### src/rtl/alu_pkg.sv
package alu_pkg;

    localparam int OPW = 3;

    typedef enum logic [OPW-1:0] {
        OP_ADD  = 3'd0,
        OP_SUB  = 3'd1,
        OP_XOR  = 3'd2,
        OP_AND  = 3'd3,
        OP_NOTA = 3'd4,
        OP_SHL  = 3'd5,
        OP_RSV6 = 3'd6,
        OP_RSV7 = 3'd7
    } alu_op_e;

endpackage

### src/rtl/operand_prep.sv
module operand_prep
    import alu_pkg::*;
#(
    parameter int WIDTH = 8
) (
    input  logic [WIDTH-1:0] op_a,
    input  logic [WIDTH-1:0] op_b,
    input  logic             carry_in,
    input  alu_op_e          op,
    output logic [WIDTH-1:0] add_x,
    output logic [WIDTH-1:0] add_y,
    output logic             chain_cin,
    output logic             kill_carry,
    output logic             pick_gen,
    output logic             force_zero
);

    localparam logic [WIDTH-1:0] ZERO_W = '0;

    always_comb begin
        add_x      = ZERO_W;
        add_y      = ZERO_W;
        chain_cin  = 1'b0;
        kill_carry = 1'b1;
        pick_gen   = 1'b0;
        force_zero = 1'b0;
        unique case (op)
            OP_ADD: begin
                add_x      = op_a;
                add_y      = op_b;
                chain_cin  = carry_in;
                kill_carry = 1'b0;
            end
            OP_SUB: begin
                add_x      = ~op_a;
                add_y      = op_b;
                chain_cin  = 1'b1;
                kill_carry = 1'b0;
            end
            OP_XOR: begin
                add_x = op_a;
                add_y = op_b;
            end
            OP_AND: begin
                add_x    = op_a;
                add_y    = op_b;
                pick_gen = 1'b1;
            end
            OP_NOTA: begin
                add_x = ~op_a;
                add_y = ZERO_W;
            end
            OP_SHL: begin
                add_x      = op_b;
                add_y      = op_b;
                chain_cin  = 1'b0;
                kill_carry = 1'b0;
            end
            OP_RSV6, OP_RSV7: begin
                force_zero = 1'b1;
            end
            default: begin
                force_zero = 1'b1;
            end
        endcase
    end

endmodule

### src/rtl/pg_stage.sv
module pg_stage #(
    parameter int WIDTH = 8
) (
    input  logic [WIDTH-1:0] add_x,
    input  logic [WIDTH-1:0] add_y,
    output logic [WIDTH-1:0] prop,
    output logic [WIDTH-1:0] gen
);

    for (genvar i = 0; i < WIDTH; i++) begin : g_bit
        assign prop[i] = add_x[i] ^ add_y[i];
        assign gen[i]  = add_x[i] & add_y[i];
    end

endmodule

### src/rtl/carry_chain.sv
module carry_chain #(
    parameter int WIDTH = 8
) (
    input  logic [WIDTH-1:0] prop,
    input  logic [WIDTH-1:0] gen,
    input  logic             chain_cin,
    input  logic             kill_carry,
    output logic [WIDTH-1:0] carry_into,
    output logic             chain_cout
);

    logic [WIDTH:0] c;

    assign c[0] = chain_cin & ~kill_carry;

    for (genvar i = 0; i < WIDTH; i++) begin : g_rip
        assign c[i+1] = ~kill_carry & (gen[i] | (prop[i] & c[i]));
    end

    assign carry_into = c[WIDTH-1:0];
    assign chain_cout = c[WIDTH];

endmodule

### src/rtl/sum_select.sv
module sum_select #(
    parameter int WIDTH = 8
) (
    input  logic [WIDTH-1:0] prop,
    input  logic [WIDTH-1:0] gen,
    input  logic [WIDTH-1:0] carry_into,
    input  logic             pick_gen,
    input  logic             force_zero,
    output logic [WIDTH-1:0] sum_out
);

    for (genvar i = 0; i < WIDTH; i++) begin : g_sum
        always_comb begin
            if (force_zero)
                sum_out[i] = 1'b0;
            else if (pick_gen)
                sum_out[i] = gen[i];
            else
                sum_out[i] = prop[i] ^ carry_into[i];
        end
    end

endmodule

### src/rtl/shared_chain_alu.sv
module shared_chain_alu
    import alu_pkg::*;
#(
    parameter int WIDTH = 8
) (
    input  logic [WIDTH-1:0] op_a,
    input  logic [WIDTH-1:0] op_b,
    input  logic             carry_in,
    input  logic [OPW-1:0]   opcode,
    output logic [WIDTH-1:0] result,
    output logic             carry_out
);

    alu_op_e          op_sel;
    logic [WIDTH-1:0] add_x;
    logic [WIDTH-1:0] add_y;
    logic             chain_cin;
    logic             kill_carry;
    logic             pick_gen;
    logic             force_zero;
    logic [WIDTH-1:0] prop;
    logic [WIDTH-1:0] gen;
    logic [WIDTH-1:0] carry_into;
    logic             chain_cout;

    assign op_sel = alu_op_e'(opcode);

    operand_prep #(.WIDTH(WIDTH)) prep_i (
        .op_a       (op_a),
        .op_b       (op_b),
        .carry_in   (carry_in),
        .op         (op_sel),
        .add_x      (add_x),
        .add_y      (add_y),
        .chain_cin  (chain_cin),
        .kill_carry (kill_carry),
        .pick_gen   (pick_gen),
        .force_zero (force_zero)
    );

    pg_stage #(.WIDTH(WIDTH)) pg_i (
        .add_x (add_x),
        .add_y (add_y),
        .prop  (prop),
        .gen   (gen)
    );

    carry_chain #(.WIDTH(WIDTH)) chain_i (
        .prop       (prop),
        .gen        (gen),
        .chain_cin  (chain_cin),
        .kill_carry (kill_carry),
        .carry_into (carry_into),
        .chain_cout (chain_cout)
    );

    sum_select #(.WIDTH(WIDTH)) sel_i (
        .prop       (prop),
        .gen        (gen),
        .carry_into (carry_into),
        .pick_gen   (pick_gen),
        .force_zero (force_zero),
        .sum_out    (result)
    );

    assign carry_out = chain_cout;

endmodule

### config.mk
export PLATFORM = sky130hd
export DESIGN_NAME = shared_chain_alu
export DESIGN_NICKNAME = d
export VERILOG_FILES = /design/src/rtl/alu_pkg.sv /design/src/rtl/operand_prep.sv /design/src/rtl/pg_stage.sv /design/src/rtl/carry_chain.sv /design/src/rtl/sum_select.sv /design/src/rtl/shared_chain_alu.sv
export SDC_FILE = /design/constraint.sdc
export NUM_CORES = 1
export LEC_CHECK = 0
export ABC_AREA = 1
export ABC_CLOCK_PERIOD_IN_PS = 4960
export BUFFER_PORTS_ARGS = -buffer_cell sky130_fd_sc_hd__buf_2
export CAP_MARGIN = 20
export CORE_MARGIN = 4
export CORE_UTILIZATION = 48
export DETAILED_ROUTE_END_ITERATION = 12
export PLACE_DENSITY = 0.87
export SLEW_MARGIN = 20
export SYNTH_ARGS = -nofsm -noshare
export SYNTH_HDL_FRONTEND = slang
export SYNTH_SLANG_ARGS = --single-unit
### constraint.sdc
create_clock -name vclk -period 4.96
set_input_delay 0.496 -clock vclk [all_inputs]
set_output_delay 0.496 -clock vclk [all_outputs]
set_load 0.02 [all_outputs]
==> impl_metrics.csv, run 1 <==
group,metric,value,unit
detailed_routing,postRouteAntennaNets,0,
logic_synthesis,synthDominantCellAreaShare,23.2,%
logic_synthesis,synthCells,136,
global_routing,antenna_found_initial,0,
final_layout,drive_above_1_share,47.5,%
timing,tightest_slew,0.362,ns
die,ioPinCount,29,
timing,slew_viol_final,0,
detailed_routing,drt-met1-wl,1060,um
placed_design,dp_hpwl,2020,um
global_routing,grt_pass1_wl,4660,um
timing,rsz0062_at_grt,"true",
detailed_routing,routed_wl,2840,um
worst_setup_path,critPathMaxFanout,5,
logic_synthesis,yosys.area_share.adder,32.6,%
flow_run,maxCapViolations,0,
final_layout,final_common_cell,"nand3_1",
die,fp.dieW,48.8,um
logic_synthesis,synth_top_family_by_area,"simple AND/OR/NAND/NOR gates",
final_layout,syn_to_final_growth,53.8,%
outcome,status,"complete, but fails checks",
logic_synthesis,yosys_warnings,0,
placed_design,dpl_cell_area,1140,um^2
detailed_routing,post_drt_wl_per_cell,14.3,um
logic_synthesis,synth_xor_area_share,0,%
logic_synthesis,yosys-top-cells-area,"nand3_1 (23%), fa_1 (20%), ha_1 (13%), inv_1 (11%), nand2_1 (9.4%)",
die,die_area,2380,um^2
power,p_leak,0.707,nW
timing,finalSetupViolations,1,
detailed_routing,drtPass1Iterations,4,
final_layout,nets,221,
placed_design,io_buffers,29,
logic_synthesis,avgSynthCellArea,5.87,um^2
min_path,hp-class,"in2out",
placed_design,place_ws,-0.294,ns
timing,max-slew-margin-rel,75.7,%
final_layout,numSequentialCells,0,
final_layout,num-clock-buffers,0,
worst_setup_path,crit_path_start,"opcode[2]",
final_layout,final_cell_mix,"nand3_1 (34), buf_4 (25), buf_2 (24)",
detailed_routing,drt_iter0_drc,28,
logic_synthesis,yosysUniqueCellTypes,18,
outcome,violations,"negative setup slack",
detailed_routing,routed-wl-met2,1510,um
die,core,1540,um^2
placed_design,gp_congestion,0.906,
global_routing,grtUsageTotal,23.3,%
worst_setup_path,crit_end,"result[7]",
detailed_routing,wl_met3,225,um
logic_synthesis,syn-cell-area,798,um^2
final_layout,diodes,0,
timing,whs,1.58,ns
worst_setup_path,worstPathArrival,4.65,ns
global_routing,gr-total-overflow,0,
die,start_util,51.8,%
timing,fin_tns_setup,-0.184,ns
worst_setup_path,critPathKind,"in2out",
final_layout,final_cell_area,1230,um^2
logic_synthesis,synth_fp_nets,172,
timing,setup_ws,-0.184,ns
die,core.rowCount,14,
power,ir_drop,0.0000721,V
worst_setup_path,worst_setup_path_start_kind,"input port",
detailed_routing,top_layer,"met4",
timing,finalCritPeriodShare,104,%
power,finalPower,0.143,mW
timing,clock.fmax,194,MHz
worst_setup_path,critPathRequiredTime,4.46,ns
logic_synthesis,ys_seq_area_share,0,%
logic_synthesis,synth_compound_area_share,1.25,%
die,die_h,48.8,um
logic_synthesis,synth_mux_area_share,0,%
detailed_routing,drt-vias-per-instance,5.58,
detailed_routing,vias,1110,
global_routing,grt_max_degree,15,
logic_synthesis,yosys.area_share.simple,51.4,%
final_layout,final-seq-area,0,um^2
detailed_routing,drc,0,
final_layout,n_fill_cell,114,
worst_setup_path,cp-end-kind,"output port",
global_routing,grt_pass1_vias,1105,
cts,hold_buffers,0,
timing,period_minus_slack,5.14,ns
timing,finalHoldViolCount,0,
logic_synthesis,synth.largest_area_cell,"nand3_1",
power,p_per_area,116,nW/um^2
==> synth_stat cells (all sizes together) <==
master	n
buf	3
nand2	22
nor3	1
o21ai	2
nor2	19
or2	1
fa	8
ha	8
inv	26
clkbuf	1
nand4	8
nand3	37
==> metal layers <==
layer | up-vias | global-route usage, %
li1 | 531 | -
met1 | 518 | 28.6
met2 | 52 | 42.2
met3 | 9 | 2.75
met4 | 0 | 6.28
met5 | - | 0
==> through the flow <==
step | util [%] | cells
6_report | 79.6 | 199
5_1_grt | 79.6 | 199
4_1_cts | 76.7 | 198
3_5_place_dp | 74.3 | 198
3_3_place_gp | 74.3 | 198
2_1_floorplan | - | 136
==> critical path: stages <==
cell and delay (ns):
buf_2 0.15, buf_4 0.14, nand4_1 0.10, nand3_2 0.11, fa_2 0.36, inv_2 0.06, nor2_2 0.04, fa_2 0.33
inv_2 0.06, nor2_2 0.04, fa_2 0.33, inv_2 0.07, nor2_2 0.05, fa_2 0.33, inv_2 0.06, nor2_2 0.04
fa_2 0.33, inv_2 0.06, nor2_2 0.04, fa_2 0.35, nand2_2 0.08, fa_2 0.17, or2_2 0.12, fa_1 0.40
nand2_1 0.08, nand2_2 0.06, nor2_4 0.09, buf_6 0.12
==> how the worst min path moves through the flow <==
stage | startpoint | to | depth (start not counted)
floorplan | opcode[2] | result[7] | 3
global placement | op_b[7] | carry_out | 5
CTS | op_b[7] | carry_out | 5
finish | op_b[7] | carry_out | 5
global route | op_b[7] | carry_out | 5
detailed placement | op_b[7] | carry_out | 5
==> where the power goes <==
| group | leakage (nW) | switching (mW) | total (mW) | internal, mW |
|---|---|---|---|---|
| Clock | 0 | 0 | 0 | 0 |
| Sequential | 0 | 0 | 0 | 0 |
| Combinational | 0.707 | 0.0832 | 0.143 | 0.0594 |
==> what timing repair did <==
| item | 4_1_cts | 5_1_grt |
|---|---|---|
| buffers inserted | 0 | 1 |
| setup endpoints to repair | 3 | 3 |
| resized for setup | 14 | 17 |
| pin swaps | 5 | 9 |
==> cell type report <==
cell class / instances / area (um^2) / area share (%)
Inverter: 26 / 100 / 8.15
Multi-Input combinational cell: 106 / 777 / 63.3
Tap cell: 16 / 20.0 / 1.63
Timing Repair Buffer: 51 / 330 / 26.9
==> cell families after synthesis <==
| group | Yosys count |
|---|---|
| adder cells (fa/ha/maj) | 16 |
| buffers and inverters | 30 |
| AO/OA/AOI/OAI | 2 |
| AND/OR/NAND/NOR | 88 |
No activity file was read; power rests on OpenSTA's default activity.
==> run 2: changes to the inputs <==
Settings changed: MAX_ROUTING_LAYER set to met4, REMOVE_ABC_BUFFERS set to 1.
==> run 2 against run 1 <==
  * The flow still finishes with violations (negative setup slack)
  * Utilization decreased by 0.65 points
  * First-iteration DRC count increased by 18%
  * Wire length decreased by 4.6%
  * Fmax decreased by 1.0%
  * Critical path depth increased by 1
  * Die area unchanged
  * Sequential share of layout area unchanged
  * Clock-buffer cell count unchanged
  * Flip-flop and latch count unchanged
  * Combinational power about the same
  * Total power decreased by 1.9%
  * Via count decreased by 1.7%
  * Critical path type unchanged
==> impl_metrics.csv, run 2 (synthesis results as in run 1) <==
group,metric,value,unit
die,ioPinCount,29,
die,core,1540,um^2
flow_run,maxCapViolations,0,
detailed_routing,drtPass1Iterations,4,
timing,max-slew-margin-rel,78.7,%
worst_setup_path,crit_path_start,"opcode[0]",
global_routing,grt_max_degree,11,
final_layout,nets,224,
power,ir_drop,0.0000625,V
timing,finalCritPeriodShare,105,%
final_layout,multi_input_area,737,um^2
worst_setup_path,worst-path-buf-inv,9,
final_layout,drive_above_1_share,43.0,%
worst_setup_path,critPathMaxFanout,4,
final_layout,numSequentialCells,0,
timing,tightest_slew,0.319,ns
worst_setup_path,critPathKind,"in2out",
placed_design,dp_hpwl,2030,um
timing,finalHoldViolCount,0,
die,start_util,51.8,%
global_routing,grt_pass1_vias,1057,
detailed_routing,vias,1091,
final_layout,n_fill_cell,123,
final_layout,final_cell_mix,"nand3_1 (36), buf_4 (26), buf_2 (24)",
die,core.rowCount,14,
global_routing,grtUsageTotal,22.8,%
power,sw_frac_of_total,57.0,%
detailed_routing,drt-vias-per-instance,5.40,
timing,clock.fmax,192,MHz
timing,setup_ws,-0.238,ns
timing,rsz0062_at_grt,"true",
outcome,status,"complete, but fails checks",
die,fp.dieW,48.8,um
final_layout,syn_to_final_growth,52.5,%
global_routing,antenna_found_initial,0,
detailed_routing,post_drt_wl_per_cell,13.4,um
worst_setup_path,cp-end-kind,"output port",
final_layout,final-seq-area,0,um^2
min_path,worst_hold_startpoint,"opcode[2]",
worst_setup_path,path_common_cell,"fa_2",
power,p_per_area,115,nW/um^2
timing,finalSetupViolations,1,
power,seq_power_share,0,%
worst_setup_path,critPathRequiredTime,4.46,ns
power,p_leak,0.722,nW
power,clockPowerShare,0,%
detailed_routing,drc,0,
timing,slew_viol_final,0,
detailed_routing,drt_iter0_drc,33,
die,die_area,2380,um^2
min_path,hp-class,"in2out",
timing,period_minus_slack,5.20,ns
outcome,violations,"negative setup slack",
placed_design,gp_congestion,0.872,
global_routing,grt_pass1_wl,4500,um
detailed_routing,routed_wl,2710,um
worst_setup_path,cp_slowest_cell,"fa_1",
detailed_routing,postRouteAntennaNets,0,
worst_setup_path,worstPathArrival,4.70,ns
final_layout,diodes,0,
power,p_sw,0.0797,mW
global_routing,gr-total-overflow,0,
placed_design,place_ws,-0.538,ns
final_layout,num-clock-buffers,0,
die,die_h,48.8,um
power,finalPower,0.140,mW
final_layout,final_common_cell,"nand3_1",
power,pwr-share-comb,100.0,%
worst_setup_path,max_stage_delay,0.40,ns
worst_setup_path,worst_setup_path_start_kind,"input port",
power,p_int,0.0602,mW
worst_setup_path,critPathTopFamily,"adder cells",
placed_design,io_buffers,29,
## run 2: cell types whose count changed in the layout (fill, tap and decap cells not counted), sizes merged
cell | previous run | this run
buf | 51 | 54
## run 2: layer usage
layer / track usage, % / vias up / routed length (um)
met5: - / - / 0
met4: 5.38 / 0 / 20
met3: 0.612 / 4 / 197
met2: 39.6 / 54 / 1420
met1: 29.2 / 495 / 1070
li1: - / 538 / -
## run 2: through the flow
step	instances	TNS (ns)	area [um^2]	hold slack [ns]	utilization [%]
floorplan	132	-0.679	778	1.27	-
global placement	200	-0.516	1120	1.52	72.4
detailed placement	200	-0.837	1120	1.54	72.4
CTS	202	-0.296	1210	1.52	78.3
global route	202	-0.615	1220	1.55	79.0
finish	202	-0.238	1220	1.51	79.0
## run 2: timing repair
action / CTS / global route
pin swaps: 7 / 6
endpoints found under the setup margin: 3 / 3
buffers inserted: 2 / 0
gates resized for setup: 31 / 4
hold buffers: 0 / 0
## run 2: final cells by class
type | instances | area share (%)
multi-input cells | 106 | 60.5
repair buffers | 54 | 29.6
inverters | 26 | 8.22
well taps | 16 | 1.64
## run 2: power groups by stage
stage          Combinational (mW)  Sequential, mW  Clock (mW)
2_1_floorplan              0.0696               0           0
3_3_place_gp                0.118               0           0
3_5_place_dp                0.124               0           0
4_1_cts                     0.136               0           0
5_1_grt                     0.156               0           0
6_report                    0.140               0           0
## run 2: final timing paths
check  cells after the start  slack, ns        end
max                       29      -0.24  result[7]
min                        5       1.51  result[7]
